===== config.mk =====
export PLATFORM = sky130hd
export DESIGN_NAME = tmr_clksrc_ctrl
export DESIGN_NICKNAME = d
export VERILOG_FILES = /design/src/rtl/tmr_clksrc_pkg.sv /design/src/rtl/tmr_clksrc_sync.sv /design/src/rtl/tmr_clksrc_chan.sv /design/src/rtl/tmr_clksrc_gate.sv /design/src/rtl/tmr_clksrc_ctrl.sv
export SDC_FILE = /design/constraint.sdc
export NUM_CORES = 1
export LEC_CHECK = 0
export ABC_CLOCK_PERIOD_IN_PS = 1400
export BUFFER_PORTS_ARGS = -buffer_cell sky130_fd_sc_hd__buf_2
export CAP_MARGIN = 20
export CORE_AREA = 2 2 39 41
export DETAILED_ROUTE_END_ITERATION = 7
export DIE_AREA = 0 0 41 43
export PLACE_DENSITY = 0.61
export RECOVER_POWER = 25
export SKIP_LAST_GASP = 1
export SYNTH_ARGS = -nofsm -noshare
export SYNTH_HDL_FRONTEND = slang
export SYNTH_HIERARCHICAL = 1
export SYNTH_SLANG_ARGS = --single-unit

===== constraint.sdc =====
create_clock -name clk -period 1.4 [get_ports clk]
set_clock_uncertainty 0.2 [all_clocks]
set_input_delay 0.28 -clock clk [delete_from_list [all_inputs] [get_ports clk]]
set_output_delay 0.28 -clock clk [all_outputs]
set_load 0.05 [all_outputs]

===== src/rtl/tmr_clksrc_pkg.sv =====
package tmr_clksrc_pkg;
  localparam int unsigned CFG_BITS = 2;
  localparam int unsigned CH_TICK  = 0;
  localparam int unsigned CH_WDOG  = 1;

  typedef struct packed {
    logic stop_en;
    logic sel;
  } chan_cfg_t;

  typedef enum logic [1:0] {
    MODE_RUN   = 2'd0,
    MODE_PSTOP = 2'd1,
    MODE_STOP  = 2'd2
  } pwr_mode_e;

  function automatic pwr_mode_e decode_mode(input logic stop, input logic pstop);
    if (stop)       return MODE_STOP;
    else if (pstop) return MODE_PSTOP;
    else            return MODE_RUN;
  endfunction
endpackage


===== src/rtl/tmr_clksrc_sync.sv =====
module tmr_clksrc_sync #(
  parameter int unsigned STAGES = 2
) (
  input  logic clk,
  input  logic rst_n,
  input  logic async_in,
  output logic sync_out
);
  generate
    if (STAGES == 0) begin : g_bypass
      assign sync_out = async_in;
    end else begin : g_chain
      logic [STAGES-1:0] flops;
      always_ff @(posedge clk or negedge rst_n) begin
        if (!rst_n) flops <= '0;
        else if (STAGES == 1) flops <= async_in;
        else flops <= {flops[STAGES-2:0], async_in};
      end
      assign sync_out = flops[STAGES-1];
    end
  endgenerate
endmodule


===== src/rtl/tmr_clksrc_chan.sv =====
module tmr_clksrc_chan
  import tmr_clksrc_pkg::*;
(
  input  logic      clk,
  input  logic      rst_n,
  input  logic      wr_fire,
  input  chan_cfg_t wr_cfg,
  input  logic      osc_ok,
  output logic      sel,
  output logic      stop_en,
  output logic      restart
);
  logic sel_q, stop_en_q, restart_q;
  logic sel_d, stop_en_d;

  always_comb begin
    sel_d     = sel_q;
    stop_en_d = stop_en_q;
    if (wr_fire) begin
      stop_en_d = wr_cfg.stop_en;
      sel_d     = wr_cfg.sel;
    end
    if (!osc_ok) sel_d = 1'b0;
  end

  always_ff @(posedge clk or negedge rst_n) begin
    if (!rst_n) begin
      sel_q     <= 1'b0;
      stop_en_q <= 1'b0;
      restart_q <= 1'b0;
    end else begin
      sel_q     <= sel_d;
      stop_en_q <= stop_en_d;
      restart_q <= sel_d ^ sel_q;
    end
  end

  assign sel     = sel_q;
  assign stop_en = stop_en_q;
  assign restart = restart_q;
endmodule


===== src/rtl/tmr_clksrc_gate.sv =====
module tmr_clksrc_gate
  import tmr_clksrc_pkg::*;
(
  input  pwr_mode_e mode,
  input  logic      sel,
  input  logic      stop_en,
  output logic      en
);
  always_comb begin
    unique case (mode)
      MODE_RUN:   en = 1'b1;
      MODE_PSTOP: en = stop_en & sel;
      default:    en = 1'b0;
    endcase
  end
endmodule


===== src/rtl/tmr_clksrc_ctrl.sv =====
module tmr_clksrc_ctrl
  import tmr_clksrc_pkg::*;
#(
  parameter int unsigned NUM_CH      = 2,
  parameter int unsigned SYNC_STAGES = 2
) (
  input  logic                       clk,
  input  logic                       rst_n,
  input  logic                       wr_valid,
  output logic                       wr_ready,
  input  logic [CFG_BITS*NUM_CH-1:0] wr_data,
  input  logic                       osc_good,
  input  logic                       stop_req,
  input  logic                       pstop_req,
  output logic [NUM_CH-1:0]          clk_sel,
  output logic [NUM_CH-1:0]          clk_en,
  output logic [NUM_CH-1:0]          restart
);
  logic      ready_q;
  logic      osc_ok;
  logic      wr_fire;
  pwr_mode_e mode;
  logic [NUM_CH-1:0] stop_en;

  always_ff @(posedge clk or negedge rst_n) begin
    if (!rst_n) ready_q <= 1'b0;
    else        ready_q <= 1'b1;
  end
  assign wr_ready = ready_q;
  assign wr_fire  = wr_valid & ready_q;
  assign mode     = decode_mode(stop_req, pstop_req);

  tmr_clksrc_sync #(.STAGES(SYNC_STAGES)) u_osc_sync (
    .clk(clk), .rst_n(rst_n), .async_in(osc_good), .sync_out(osc_ok)
  );

  generate
    for (genvar i = 0; i < NUM_CH; i++) begin : g_ch
      chan_cfg_t cfg;
      assign cfg = chan_cfg_t'(wr_data[CFG_BITS*i +: CFG_BITS]);

      tmr_clksrc_chan u_chan (
        .clk(clk), .rst_n(rst_n), .wr_fire(wr_fire), .wr_cfg(cfg),
        .osc_ok(osc_ok), .sel(clk_sel[i]), .stop_en(stop_en[i]),
        .restart(restart[i])
      );

      tmr_clksrc_gate u_gate (
        .mode(mode), .sel(clk_sel[i]), .stop_en(stop_en[i]), .en(clk_en[i])
      );
    end
  endgenerate
endmodule


== After elaboration in Yosys (flattened, before gate mapping) ==
Index checks and enable logic that the tools add are counted.

* Register bits: 9
* Word-level logic and storage cells: 23
* Output and inout bits: 7

* Bitwise gates (word level): 5
* Equality and inequality tests: 1
* Reduce and logical (&&, ||, !) cells: 1
* Mux-type cells: 8

{| class="wikitable"
|+ Operators by type and width
! operator !! count
|-
| 1-bit two-way mux || 5
|-
| 1-bit case mux with 2 select lines || 2
|-
| 1-bit bitwise AND || 3
|-
| 2-bit by 1-bit == test with 1-bit output, second input constant || 1
|-
| 2-bit logical NOT || 1
|-
| 2-bit two-way mux || 1
|-
| 1-bit XOR || 2
|}

== Depth between registers and ports, before layout ==
Gate-level depths: netlist (run 1).

* Depth in word-level cells: 4
* Gate-level depth with buffers: 4

== Modules after synthesis ==
Netlist (run 1), hierarchy kept.

{| class="wikitable"
|+ By module, submodules not included
! module !! instances !! area an instance (µm²) !! sequential area each (µm²) !! cells each
|-
| tmr_clksrc_chan || 2 || 125.1 || 75.1 || 11
|-
| tmr_clksrc_sync || 1 || 50.0 || 50.0 || 2
|-
| tmr_clksrc_ctrl || 1 || 48.8 || 25.0 || 4
|-
| tmr_clksrc_gate || 2 || 12.5 || 0.0 || 2
|}

== Worst setup path after synthesis (run 1) ==
OpenSTA, ideal clock, no wires.

* Path kind: register to output
* Start: register g_ch[0].u_chan.sel_q
* End: output clk_en[0]
* Data arrival time: 1274 ps
* Slack: -354 ps
* Stages on the path, launching flop included: 3
* Data required time: 920 ps
* Cell sequence: dfrtp_1 -> nand2_1 -> a21oi_2

* Longest elaborated chain between the ends: 2

{| class="wikitable"
|+ RTL lines
! item !! RTL line !! RTL
|-
| start, declared || tmr_clksrc_chan.sv:13 || <nowiki>logic sel_q, stop_en_q, restart_q;</nowiki>
|-
| start signal, assigned || tmr_clksrc_chan.sv:32 || <nowiki>sel_q <= sel_d;</nowiki>
|-
| 1-bit bitwise AND || tmr_clksrc_gate.sv:12 || <nowiki>MODE_PSTOP: en = stop_en & sel;</nowiki>
|-
| 1-bit case mux with 2 select lines || tmr_clksrc_gate.sv:10 || <nowiki>unique case (mode)</nowiki>
|-
| end, declared || tmr_clksrc_ctrl.sv:16 || <nowiki>output logic [NUM_CH-1:0] clk_en,</nowiki>
|}

Every way passes these cells.

== Final worst setup path (run 1) ==
Ends and elaborated chain as after synthesis.

==> run summary, run 1 <==
Routability-driven placement finished with a final weighted congestion of 0.6252. The die height was 43 um; the cell internal power dissipation was 441.6 uW. The run gives 1 as the number of H-tree branching levels. The signal arrival time at the worst endpoint was 990 ps. The initialized floorplan defines 14 standard-cell rows. The logs give 1048 um for the first-pass GRT wire length and 920 ps for the required time of the critical path. The max-slew violation total from the final report is 0.

The clock slew at the register clock pins of the worst setup and hold paths works out to 60 ps. The logs give 4 for the number of design-rule violations left by the first detailed-router iteration and 68 for the number of nets in the layout. In the routed design, unresolved DRC markers number 0. The number of nets in the synthesized netlist is 42.

For the share of power burned in the clock network, the log shows 31.4%. The routed layout has 308 vias. For the number of global-route vias before repair, the log shows 261. Area growth from synthesis to final layout: 55.85%. Counting I/O delays and the setup requirement, the final critical path takes 1474 ps. The top metal layer carrying routed signals was met4. The final layout contains routed wiring with a total length of 684 um. The share of the yosys chip area belonging to registers was 60.20%; the iteration count of the initial detailed-routing pass was 2. The area of the core region is 1384 um^2. Buffer cell driving the clock tree root: clkbuf_4. The min-delay analysis places its worst path in the category in -> reg. The checks that failed: setup timing. The portion of total power attributed to combinational logic is 21.1%. Wire segments on met2 add up to 352 um in the final route.

The routed design uses 70 um of met3 wire. The critical path is of the reg -> out type. The clock passes through at most 2 buffers. The logs give 611.7 uW for the power consumption and 0 for the max-cap violation count. TritonCTS built the clock tree. In this run the count of I/O pins placed on the die edge is 17. Setup repair after global routing could not meet its margin everywhere. From left edge to right edge, the die measures 41 um. For the maximum operating frequency, the log shows 678.5 MHz. The flow ran to the end, but the final reports show violations. The tools report the type of destination of the critical path as a primary output. Category of the worst setup path launch point: a flop. Summing all placed instances gives a cell area of 500.5 um^2. The floorplan step defined a die boundary enclosing 1763 um^2. Counting every instance in the synthesized netlist gives 32.

In this run the power spent charging and discharging nets is 170.1 uW. The synthesized area per cell works out to 11.69 um^2. For the leakage power, the log shows 0.0002810 uW. The logs give 2 for the total of endpoints with negative setup slack in the final report and 9 for the number of sinks driven by the clock tree. The final worst-path setup slack was -73.79 ps; the fraction of the cycle the final worst path needs was 105.3%.

The estimated wirelength of the detail-placed design is 536.6 um, and the smallest hold slack is 58.76 ps. Input and output buffers added on the ports amount to 16. The remaining number of nets flagged by the antenna check after routing is 0, and the switching part of the total is 27.80%.

The synthesized netlist occupies a cell area of 374.1 um^2. The tools report the initial antenna violation count as 0. The number of unique standard cell types used by synthesis is 14. After detailed routing, the number of vias per cell comes to 4.219.

Along the worst path, the maximum fanout reaches 3. Global routing consumed, over all layers together, 9.798% of the routing resources. The pin count of the biggest net entering global routing came out at 10. The hold violation total from the final report is 0. The routed length per instance works out to 9.370 um. The post-route netlist has 56.14% of its cells at a drive strength greater than 1. The logs give 252 um for the routed metal-1 wire length and 27.03% for the starting density of the core. For the worst-skew pair, the clock arrives at the later sink with an insertion delay of 250 ps.

The worst-case vdd ir drop is 816.9 uV, and the post-route cell area is 583.1 um^2. The repair_antennas step left the layout with diodes totalling 0. The run gives 6 as the number of warnings issued by yosys. The number of buffers created by CTS is 3, and the total power density per cell area is 1049 nW/um^2. Sequential cells account for 47.5% of the total power. The synthesis-stage register bit count is 9. The final global-route overflow total was 0.
worst max-delay path: stages, from the launching register on:
cell and delay (ps):
dfrtp_2 380, nand2_2 70, a21oi_4 120, buf_6 170
metal layers:
metal	vias to the layer above	track usage [%]
met5	-	0
met4	0	6.000
met3	2	9.424
met2	12	12.81
met1	141	9.508
li1	153	-
logic make-up (layout without fill, tap and decap cells):
| logic type | count (synthesis) | in the layout | synth area share, % |
|---|---|---|---|
| flip-flops | 9 | 9 | 60.20 |
| AO/OA/AOI/OAI | 6 | 6 | 10.03 |
| other | 1 | 1 | 1.002 |
| buffers and inverters | 2 | 27 | 2.007 |
| AND/OR/NAND/NOR | 10 | 10 | 15.39 |
| multiplexers | 4 | 4 | 11.37 |
power groups by stage:
stage,Combinational (uW),Clock (uW),Sequential (uW)
after floorplan,50.3,0,321
after global placement,111,0,296
after detailed placement,113,0,297
after CTS,128,205,291
after global routing,138,221,293
final,129,192,291
stage by stage:
step           setup TNS [ps]  cells  utilization, %  setup WS [ps]
2_1_floorplan          -89.39     32               -         -44.70
3_3_place_gp                0     64           36.17          18.77
3_5_place_dp          -0.3832     64           36.17        -0.3832
4_1_cts                -158.8     72           41.50         -82.89
5_1_grt                -269.2     73           42.13         -121.0
6_report               -133.9     73           42.13         -73.79
what timing repair did:
action / 4_1_cts / 5_1_grt
endpoints found under the setup margin: 4 / 4
resized for setup: 4 / 2
buffers inserted: 2 / 1
endpoints found under the hold margin: 10 / 0
gates cloned: 0 / 0
hold buffers: 2 / 0
final timing paths:
check / startpoint / endpoint / slack (ps) / cells past startpoint
worst min register to register: u_osc_sync/g_chain.flops[0] / u_osc_sync/g_chain.flops[1] / 150 / 0
max in group asynchronous: rst_n / wr_ready / 360 / 2
worst max register to register: wr_ready / g_ch[0].u_chan/restart / 200 / 4
worst min-delay path: wr_data[3] / g_ch[1].u_chan/stop_en / 60 / 2
min in group asynchronous: rst_n / g_ch[1].u_chan/restart / 290 / 2
worst max-delay path: g_ch[0].u_chan/sel / clk_en[0] / -70 / 3
sequential cells by signal (all words and copies together), names as in the netlist:
name	flops
wr_ready	1
g_ch.u_chan/restart	2
g_ch.u_chan/stop_en	2
g_ch.u_chan/sel	2
u_osc_sync/g_chain.flops	2
cells in the mapped netlist:
library cell  n  area share, %
dfrtp_1       9             60
a21oi_2       2            4.7
inv_1         2            2.0
mux2_2        2            6.0
mux2i_1       2            5.4
nand2_1       2            2.0
nand3_1       2            2.7
nor2_1        2            2.0
nor2b_1       2            3.3
o21ai_0       2            2.7
o21ai_1       2            2.7
and2_1        1            1.7
conb_1        1            1.0
nor2b_4       1            3.7
cell type report:
cell class / instances / area (um^2)
Fill cell: 140 / 800.8
Inverter: 2 / 7.507
Tap cell: 16 / 20.02
Timing Repair Buffer: 21 / 136.4
Multi-Input combinational cell: 21 / 163.9
Sequential cell: 9 / 229.0
Clock buffer: 4 / 26.28
layout by cell type, fill, tap and decap left out, drive strengths merged, types with 2 or more instances in the layout:
master and n:
o21ai 4, clkbuf 5, nand2 2, nor2b 3, inv 2, buf 18
nor2 2, mux2i 2, a21oi 2, nand3 2, dlygate4sd3 2, dfrtp 9
mux2 2
(Power assumes the default switching activity.)
==> inputs of run 2 (changes only) <==
Settings changed: ABC_AREA from default to 1.
==> run 2 against run 1 <==
  * The run still ends with setup timing left
  * Sequential share of layout area decreased by 1.3 points
  * Hold slack got worse by 12 ps
  * Non-clock buffer count increased by 1
  * Register-to-register slack about the same
  * Combinational power increased by 16%
  * Utilization increased by 1.2 points
  * Global-route usage decreased by 0.18 points
  * Critical path depth unchanged
  * Total power increased by 3.8%
  * Via count increased by 5.8%
  * Cell area increased by 2.8%
  * Synthesized cell count increased by 31%
  * Critical endpoint is now clk_en[1]
  * Largest cell class unchanged
  * Highest routed layer is now met3
==> run summary, run 2 <==
The initial antenna violation count is 0. Dividing the final minimum period by the clock period gives 104.1%. Setup repair after global routing could not meet its margin everywhere. In this run the tightest slew margin relative to its limit is 66.17%.

The highest-delay cell along the critical path is dfrtp_2. The number of clock buffers added by TritonCTS is 3. Based on the critical path, the design can be clocked at up to 686.3 MHz.

Yosys instantiated no cell more often than nand2_1. The logs give 4 for the total of endpoints with negative setup slack in the final report and 293 for the number of global-route vias before repair. Across every metal layer, demand over resource in global routing totals 9.615%.

After synthesis the netlist holds a flip-flop and latch count of 9. Category of the worst setup path launch point: a flop. The average instance in the mapped netlist occupies 8.788 um^2. In the final layout, the share of cells above drive strength 1 is 42.65%.

By area the synthesized netlist is led by dfrtp_1 61%, nand2_1 13%, inv_1 8.1%. The tree is rooted in a clkbuf_4. The logs give 920 ps for the required time of the critical path and 369.1 um^2 for the total standard cell area after synthesis. TritonCTS built the clock tree. The run gives 9 as the number of sinks driven by the clock tree.

Clock-pin slew was measured on the worst setup and hold paths at 60 ps. The run gives 0 as the max-slew violation total from the final report. In the routed design, unresolved DRC markers number 0. The worst setup path is captured at a primary output.

The critical path goes through nand2_2 -> a21oi_4 -> buf_6. Summing internal, switching and leakage power gives 634.8 uW. The total power density per cell area came out at 1059 nW/um^2. The first detailed-routing pass ran for 4 iterations. First-pass GRT wire length: 1090 um. The routed wire length on met3 came out at 58 um.

For the area of the core region, the log shows 1384 um^2. The delay of the slowest cell on the worst path came out at 370 ps. The detailed-route vias per instance is 3.881. The proportion of synthesized area in mux cells is 0%. The die covers 1763 um^2. The tightest min-delay check is of the in -> reg type. The largest fanout on the critical path works out to 2. The count of buffer and inverter cells on the critical path was 1.

The global placer's final weighted congestion is 0.6400, and the final worst-path setup slack is -57.15 ps. The routed design could run at a clock period as short as 1457 ps. The die height was 43 um; the I/O pin count was 17. The top cell types in the final layout, fill and taps aside, are 11 x nand2_1, 11 x buf_2, 8 x inv_1. On the final layout, the worst hold slack is 46.48 ps.

The area fraction in and, or, nand and nor cells after synthesis works out to 22.37%. The final reports fail on setup timing. The tools report the maximum clock insertion buffer count as 2.

The tools report the share of the yosys chip area belonging to registers as 61.02%. The remaining number of nets flagged by the antenna check after routing was 0. The post-synthesis cell count was 42. Measured along the x axis, the die boundary spans 41 um.

Once the floorplan was initialized, standard cells occupied 26.67% of the core. The library cell occupying the most area in the post-synthesis netlist was dfrtp_1. For this run, the leading register cell type out of synthesis is dfrtp_1.

For the pin with the worst max-slew slack, the measured transition is 507.5 ps. For the max-cap violation count, the log shows 0. The routed metal-1 wire length came out at 344 um. The highest metal layer carrying signal wires in the routed design is met3.

The post-synthesis xor/xnor area fraction is 0%. The filler cell count in the final layout came out at 141. Relative to the synthesized area, the layout overhead comes to 62.37%. Hold violation total from the final report: 0.

The commonest cells after synthesis are 13 x nand2_1, 9 x dfrtp_1, 8 x inv_1, 4 x nor2_1. Of the total synthesized cell area, the portion taken by full adders, half adders and majority gates is 0%. Yosys mapped a number of flops with a built-in enable equal to 0.

After detailed routing, the average wire length per cell comes to 9.262 um. The kind of cell with the highest combined delay along the critical path is flip-flops. For this block, the routed nets add up to 778 um of wire. The analysis attributes to cell leakage a power of 0.0003176 uW. After synthesis, the largest family of logic cells by area is simple AND/OR/NAND/NOR gates.

After detailed routing, the met2 layer carries 375 um of wire. Entering global routing, the biggest net connects 11 pins. The critical path is of the reg -> out type. The wire-length estimate of the detail-placed layout is 571.4 um. The detailed router finished its first iteration with 5 violations.

For the worst flop-to-flop path, the logic depth is 6. For the clock latency of the later-clocked register in the worst-skew pair, the log shows 250 ps. For the final global-route overflow total, the log shows 0.

The logs give 1 for the number of H-tree branching levels and 52 for the net count of the mapped netlist. The logs give 6 for the number of warnings issued by yosys and 9 for the number of unique standard cell types used by synthesis. The instance count along the most critical hold path works out to 3. The proportion of register bits with asynchronous set or reset after synthesis is 100.0%, and the row count is 14.

The area share of the leading cell type in the synthesized netlist was 61.02%; the number of vias after detailed routing was 326. The number of inserted diodes is 0, and the worst-case vdd ir drop is 369.3 uV. Port buffering added 16 buffers. The critical path runs through a total of 3 cells. The tools report the signal arrival time at the worst endpoint as 980 ps. The flow ran to the end, but the final reports show violations. The synthesized netlist devotes 7.458% of its cell area to compound gates.

The number of nets in the layout is 79.
## run 2: tightest hold or removal path, delay by kind of cell
family | cells | cell delay (ps)
buf+inv | 1 | 80
compound gates | 1 | 70
simple gates | 1 | 40
## run 2: worst paths after layout
path,start,end,slack (ps)
min in group asynchronous,rst_n,g_ch[0].u_chan/stop_en,300
worst min-delay path,wr_data[1],g_ch[0].u_chan/stop_en,50
max in group asynchronous,rst_n,g_ch[1].u_chan/sel,330
worst max register to register,g_ch[1].u_chan/sel,g_ch[1].u_chan/restart,190
worst min register to register,u_osc_sync/g_chain.flops[0],u_osc_sync/g_chain.flops[1],160
worst max-delay path,g_ch[1].u_chan/sel,clk_en[1],-60
## run 2: metrics by stage
| step | TNS, ps | instance area (um^2) | utilization, % | setup WS [ps] | std cells |
|---|---|---|---|---|---|
| after CTS | -242.0 | 578.1 | 41.77 | -71.32 | 82 |
| after global routing | -350.0 | 599.3 | 43.31 | -118.2 | 84 |
| after global placement | 0 | 506.7 | 36.62 | 11.38 | 76 |
| final | -153.3 | 599.3 | 43.31 | -57.15 | 84 |
| after floorplan | -137.6 | 391.6 | - | -68.78 | 42 |
| after detailed placement | -8.046 | 506.7 | 36.62 | -5.421 | 76 |
## run 2: what timing repair did
item	in CTS	in global routing
endpoints found under the hold margin	10	0
setup buffers	0	2
hold buffers	2	0
gates resized for setup	8	2
setup endpoints to repair	4	4
pin swaps	4	0
## run 2: cell type report
| type | instances | area (um^2) | area share [%] |
|---|---|---|---|
| clock buffers | 4 | 26.28 | 4.384 |
| inverters | 8 | 30.03 | 5.010 |
| multi-input cells | 25 | 133.9 | 22.34 |
| flip-flops and latches | 9 | 227.7 | 38.00 |
| well taps | 16 | 20.02 | 3.340 |
| repair buffers | 22 | 161.4 | 26.93 |
## run 2: metal layers
layer,vias up,track usage (%)
met4,0,2.000
met1,137,10.23
met3,0,7.853
li1,178,-
met5,-,0
met2,11,14.37
## run 2: logic make-up (layout without fill, tap and decap cells)
group	count (synthesis)	count (layout)
other	1	1
flip-flops	9	9
AO/OA/AOI/OAI	4	4
buffers and inverters	8	34
AND/OR/NAND/NOR	20	20
## run 2: where the power goes
part	switching, uW	leakage, uW	internal (uW)
Sequential	11.3	0.000110	280
Clock	85.4	0.0000150	109
Combinational	91.6	0.000193	57.0
==> inputs of run 3 (changes only) <==
Settings changed: PLACE_DENSITY 0.61 to 0.63, SYNTH_HIERARCHICAL 1 to default.
==> run 3 against run 2 <==
  * The run still ends with setup timing left
  * Largest cell class unchanged
  * Final cell count is 3.6% lower
  * Synthesized area is 8.1% higher
  * Worst setup slack worse by 20 ps
  * Die area stayed put
  * Critical path type unchanged
  * Cell area is 5.2% lower
  * Critical endpoint unchanged
  * Total power is 2.3% lower
  * Critical path depth stayed put
  * Global-route usage is 0.23 points higher
==> run summary, run 3 <==
Power spread over the standard cell area amounts to 1092 nW/um^2. The estimated wirelength of the detail-placed design is 560.5 um. The tools report the max-slew violation total from the final report as 0. The number of unique standard cell types used by synthesis was 11; the overall fraction of global-route tracks in use was 9.848%.

The number of synthesized flops with an enable pin works out to 0. Type of the worst min-delay path: in -> reg. The initialized floorplan defines 14 standard-cell rows. STA classifies the critical path endpoint as a primary output. The count of nets left with antenna violations once routing finished came out at 0. The startpoint of the worst register-to-register path was g_ch[1].u_chan.sel.

The hold violation total from the final report was 0; the number of buffers created by CTS was 3. The largest fanout on the critical path was 2; the number of sinks driven by the clock tree was 9. The proportion of register bits with asynchronous set or reset after synthesis was 100.0%; the number of cells in the design after placement was 74. The initial utilization of the core area, before any placement, comes to 28.84%. The biggest area contributor in the post-synthesis netlist is dfrtp_1. Across the run, the number of max-cap violations was 0. The checks that failed: setup timing. Among all flip-flop cells after synthesis, the most frequent one is dfrtp_1. Relative to the synthesized area, the layout overhead comes to 42.32%. The floorplan step defined a die boundary enclosing 1763 um^2.

The number of vias after detailed routing was 345; the post-place setup slack was 120.6 ps. The logs give 56 for the net count of the mapped netlist and 10 for the pin count of the biggest net entering global routing. The routed length per instance came out at 8.741 um. The startpoint-to-endpoint class of the critical path was reg -> out.

The flow ran to the end, but the final reports show violations. The initial antenna violation count was 0; the clock slew at the register clock pins of the worst setup and hold paths was 60 ps. The fraction of the cycle the final worst path needs is 105.5%, and the number of H-tree branching levels is 1. The logs give -77.27 ps for the final worst-path setup slack and 81 for the post-layout instance count excluding filler cells.

The tools report the number of global-route vias before repair as 292. The launch point of the critical path is g_ch[1].u_chan.sel. The area share of the leading cell type in the synthesized netlist is 56.43%.

The run gives 708 um as the total routed wirelength. After detailed routing, the number of vias per cell comes to 4.259. The most repeated cell in the gate-level netlist after synthesis is nand2_1.

For this run, the number of Yosys warnings is 0. Setup total negative slack on the finished layout was measured at -169.9 ps. Leaving out fill and tap cells, the most frequent cell in the layout is nand2_1. Input and output buffers added on the ports amount to 16. The congestion estimate from routability-driven global placement came to 0.7017. Fill cells in the final layout number 152.

At the worst endpoint, the required time is 920 ps. The number of nets in the layout was 76; the signal arrival time at the worst endpoint was 1000 ps. The die is 41 um wide. The I/O pin count is 17, and the detailed-route DRC error count is 0.

CTS placed an instance of clkbuf_4 at the clock tree root. Counting flops and latches in the post-synthesis netlist gives 9. In this run the cell area measured after placement is 469.2 um^2.

Setup violations remaining at the end of the flow were counted as 3. IR analysis of the VDD net gives a maximum drop of 497.9 uV. The clock latency of the later-clocked register in the worst-skew pair was 250 ps; the number of inserted diodes was 0. Area of the core region: 1384 um^2.

The tools report the post-synthesis cell count as 46. The longest clock path from root to sink contains 2 buffers. By area the synthesized netlist is led by dfrtp_1 56%, nand2_1 13%, buf_4 11%. The endpoint identified for the worst register-to-register timing path is g_ch[1].u_chan.restart.

Cells fill 41.05% of the core in the end. The logs give 290 ps for the worst setup slack for register-to-register paths and 0 for the final global-route overflow total. The average instance in the mapped netlist occupies 8.677 um^2. The shortest period the worst path allows works out to 1477 ps. Summed over all cells, the static leakage comes to 0.0003081 uW. In the final layout, the share of cells above drive strength 1 is 38.46%. Counting instances in the post-synthesis netlist gives the leading cell types as 14 x nand2_1, 9 x dfrtp_1, 6 x buf_4, 4 x inv_1, 4 x nor2_1. TritonCTS built the clock tree. In this run the worst setup path terminates at clk_en[1]. The category of the worst setup path launch point is a flop. The iteration count of the initial detailed-routing pass was 2. In this run the vertical extent of the chip is 43 um.

The tools report the share of the yosys chip area belonging to registers as 56.43%. The first global-routing pass estimated 1159 um of wire. Counting cells, the worst reg-to-reg path comes to 5. The logs give 1 for the number of design-rule violations left by the first detailed-router iteration and 568.0 um^2 for the post-route cell area.

Leaving out fill and tap cells, the most frequent cells in the layout are 14 x nand2_1, 10 x buf_2, 9 x dfrtp_1. The run gives 399.1 um^2 as the total standard cell area after synthesis. Setup repair after global routing could not meet its margin everywhere.

Based on the critical path, the design can be clocked at up to 676.9 MHz.
run 3: cell types whose count changed in the layout (fill, tap and decap cells not counted), sizes merged:
cell / before / now
buf: 19 / 18
nand3: 0 / 2
nor2: 5 / 4
inv: 8 / 5
o21ai: 2 / 0
nand2: 13 / 15
run 3: final cells by class:
class | instances | area, um^2 | area share (%)
clock buffer | 4 | 26.28 | 4.626
inverter | 5 | 18.77 | 3.304
sequential | 9 | 225.2 | 39.65
multi-input combinational | 26 | 117.6 | 20.70
tap | 16 | 20.02 | 3.524
timing repair buffer | 21 | 160.2 | 28.19
run 3: kinds of logic (layout without fill, tap and decap cells):
group	after synthesis	after routing	synth area share, %
AOI/OAI and AO/OA	2	2	2.508
buffers and inverters	11	30	15.98
DFF	9	9	56.43
other	1	1	0.9395
and+or+nand+nor	23	23	24.14
run 3: power breakdown:
| part | total [uW] | switching [uW] | internal [uW] |
|---|---|---|---|
| combinational | 137 | 84.1 | 53.3 |
| clock | 193 | 83.5 | 109 |
| sequential | 290 | 10.8 | 279 |
run 3: how the worst min path moves through the flow:
stage                     slack, ps  cells past startpoint                     end  startpoint
after floorplan                -220                      0  g_ch[0].u_chan.restart       rst_n
after global placement          -60                      1  g_ch[0].u_chan.restart       rst_n
after detailed placement        -60                      1  g_ch[0].u_chan.restart       rst_n
after CTS                        10                      3  g_ch[1].u_chan.stop_en  wr_data[3]
after global routing             10                      3  g_ch[0].u_chan.stop_en  wr_data[1]
final                            20                      3  g_ch[1].u_chan.stop_en  wr_data[3]
run 3: per-stage QoR:
| stage | hold WS, ps | power, uW |
|---|---|---|
| after floorplan | -215.6 | 380.8 |
| after global placement | -60.63 | 406.0 |
| after detailed placement | -58.82 | 408.4 |
| after CTS | 13.35 | 625.3 |
| after global routing | 14.17 | 663.3 |
| final | 23.60 | 620.2 |
run 3: worst max-delay path, stage by stage, from the launching register on:
cell,delay [ps]
dfrtp_1,370
nand2_1,70
a21oi_2,100
buf_4,200
run 3: repair_timing:
action                                 in CTS  in global routing
hold buffers                                2                  0
resized for setup                           9                  6
setup endpoints to repair                   5                  5
endpoints found under the hold margin      10                  0
cloned                                      0                  0
setup buffers                               1                  1
run 3: per-layer routing:
layer / global-route usage [%] / share of wire (%)
met5: 0 / 0
met4: 2.000 / 0
met3: 6.283 / 7.6
met2: 14.69 / 51
met1: 11.67 / 41
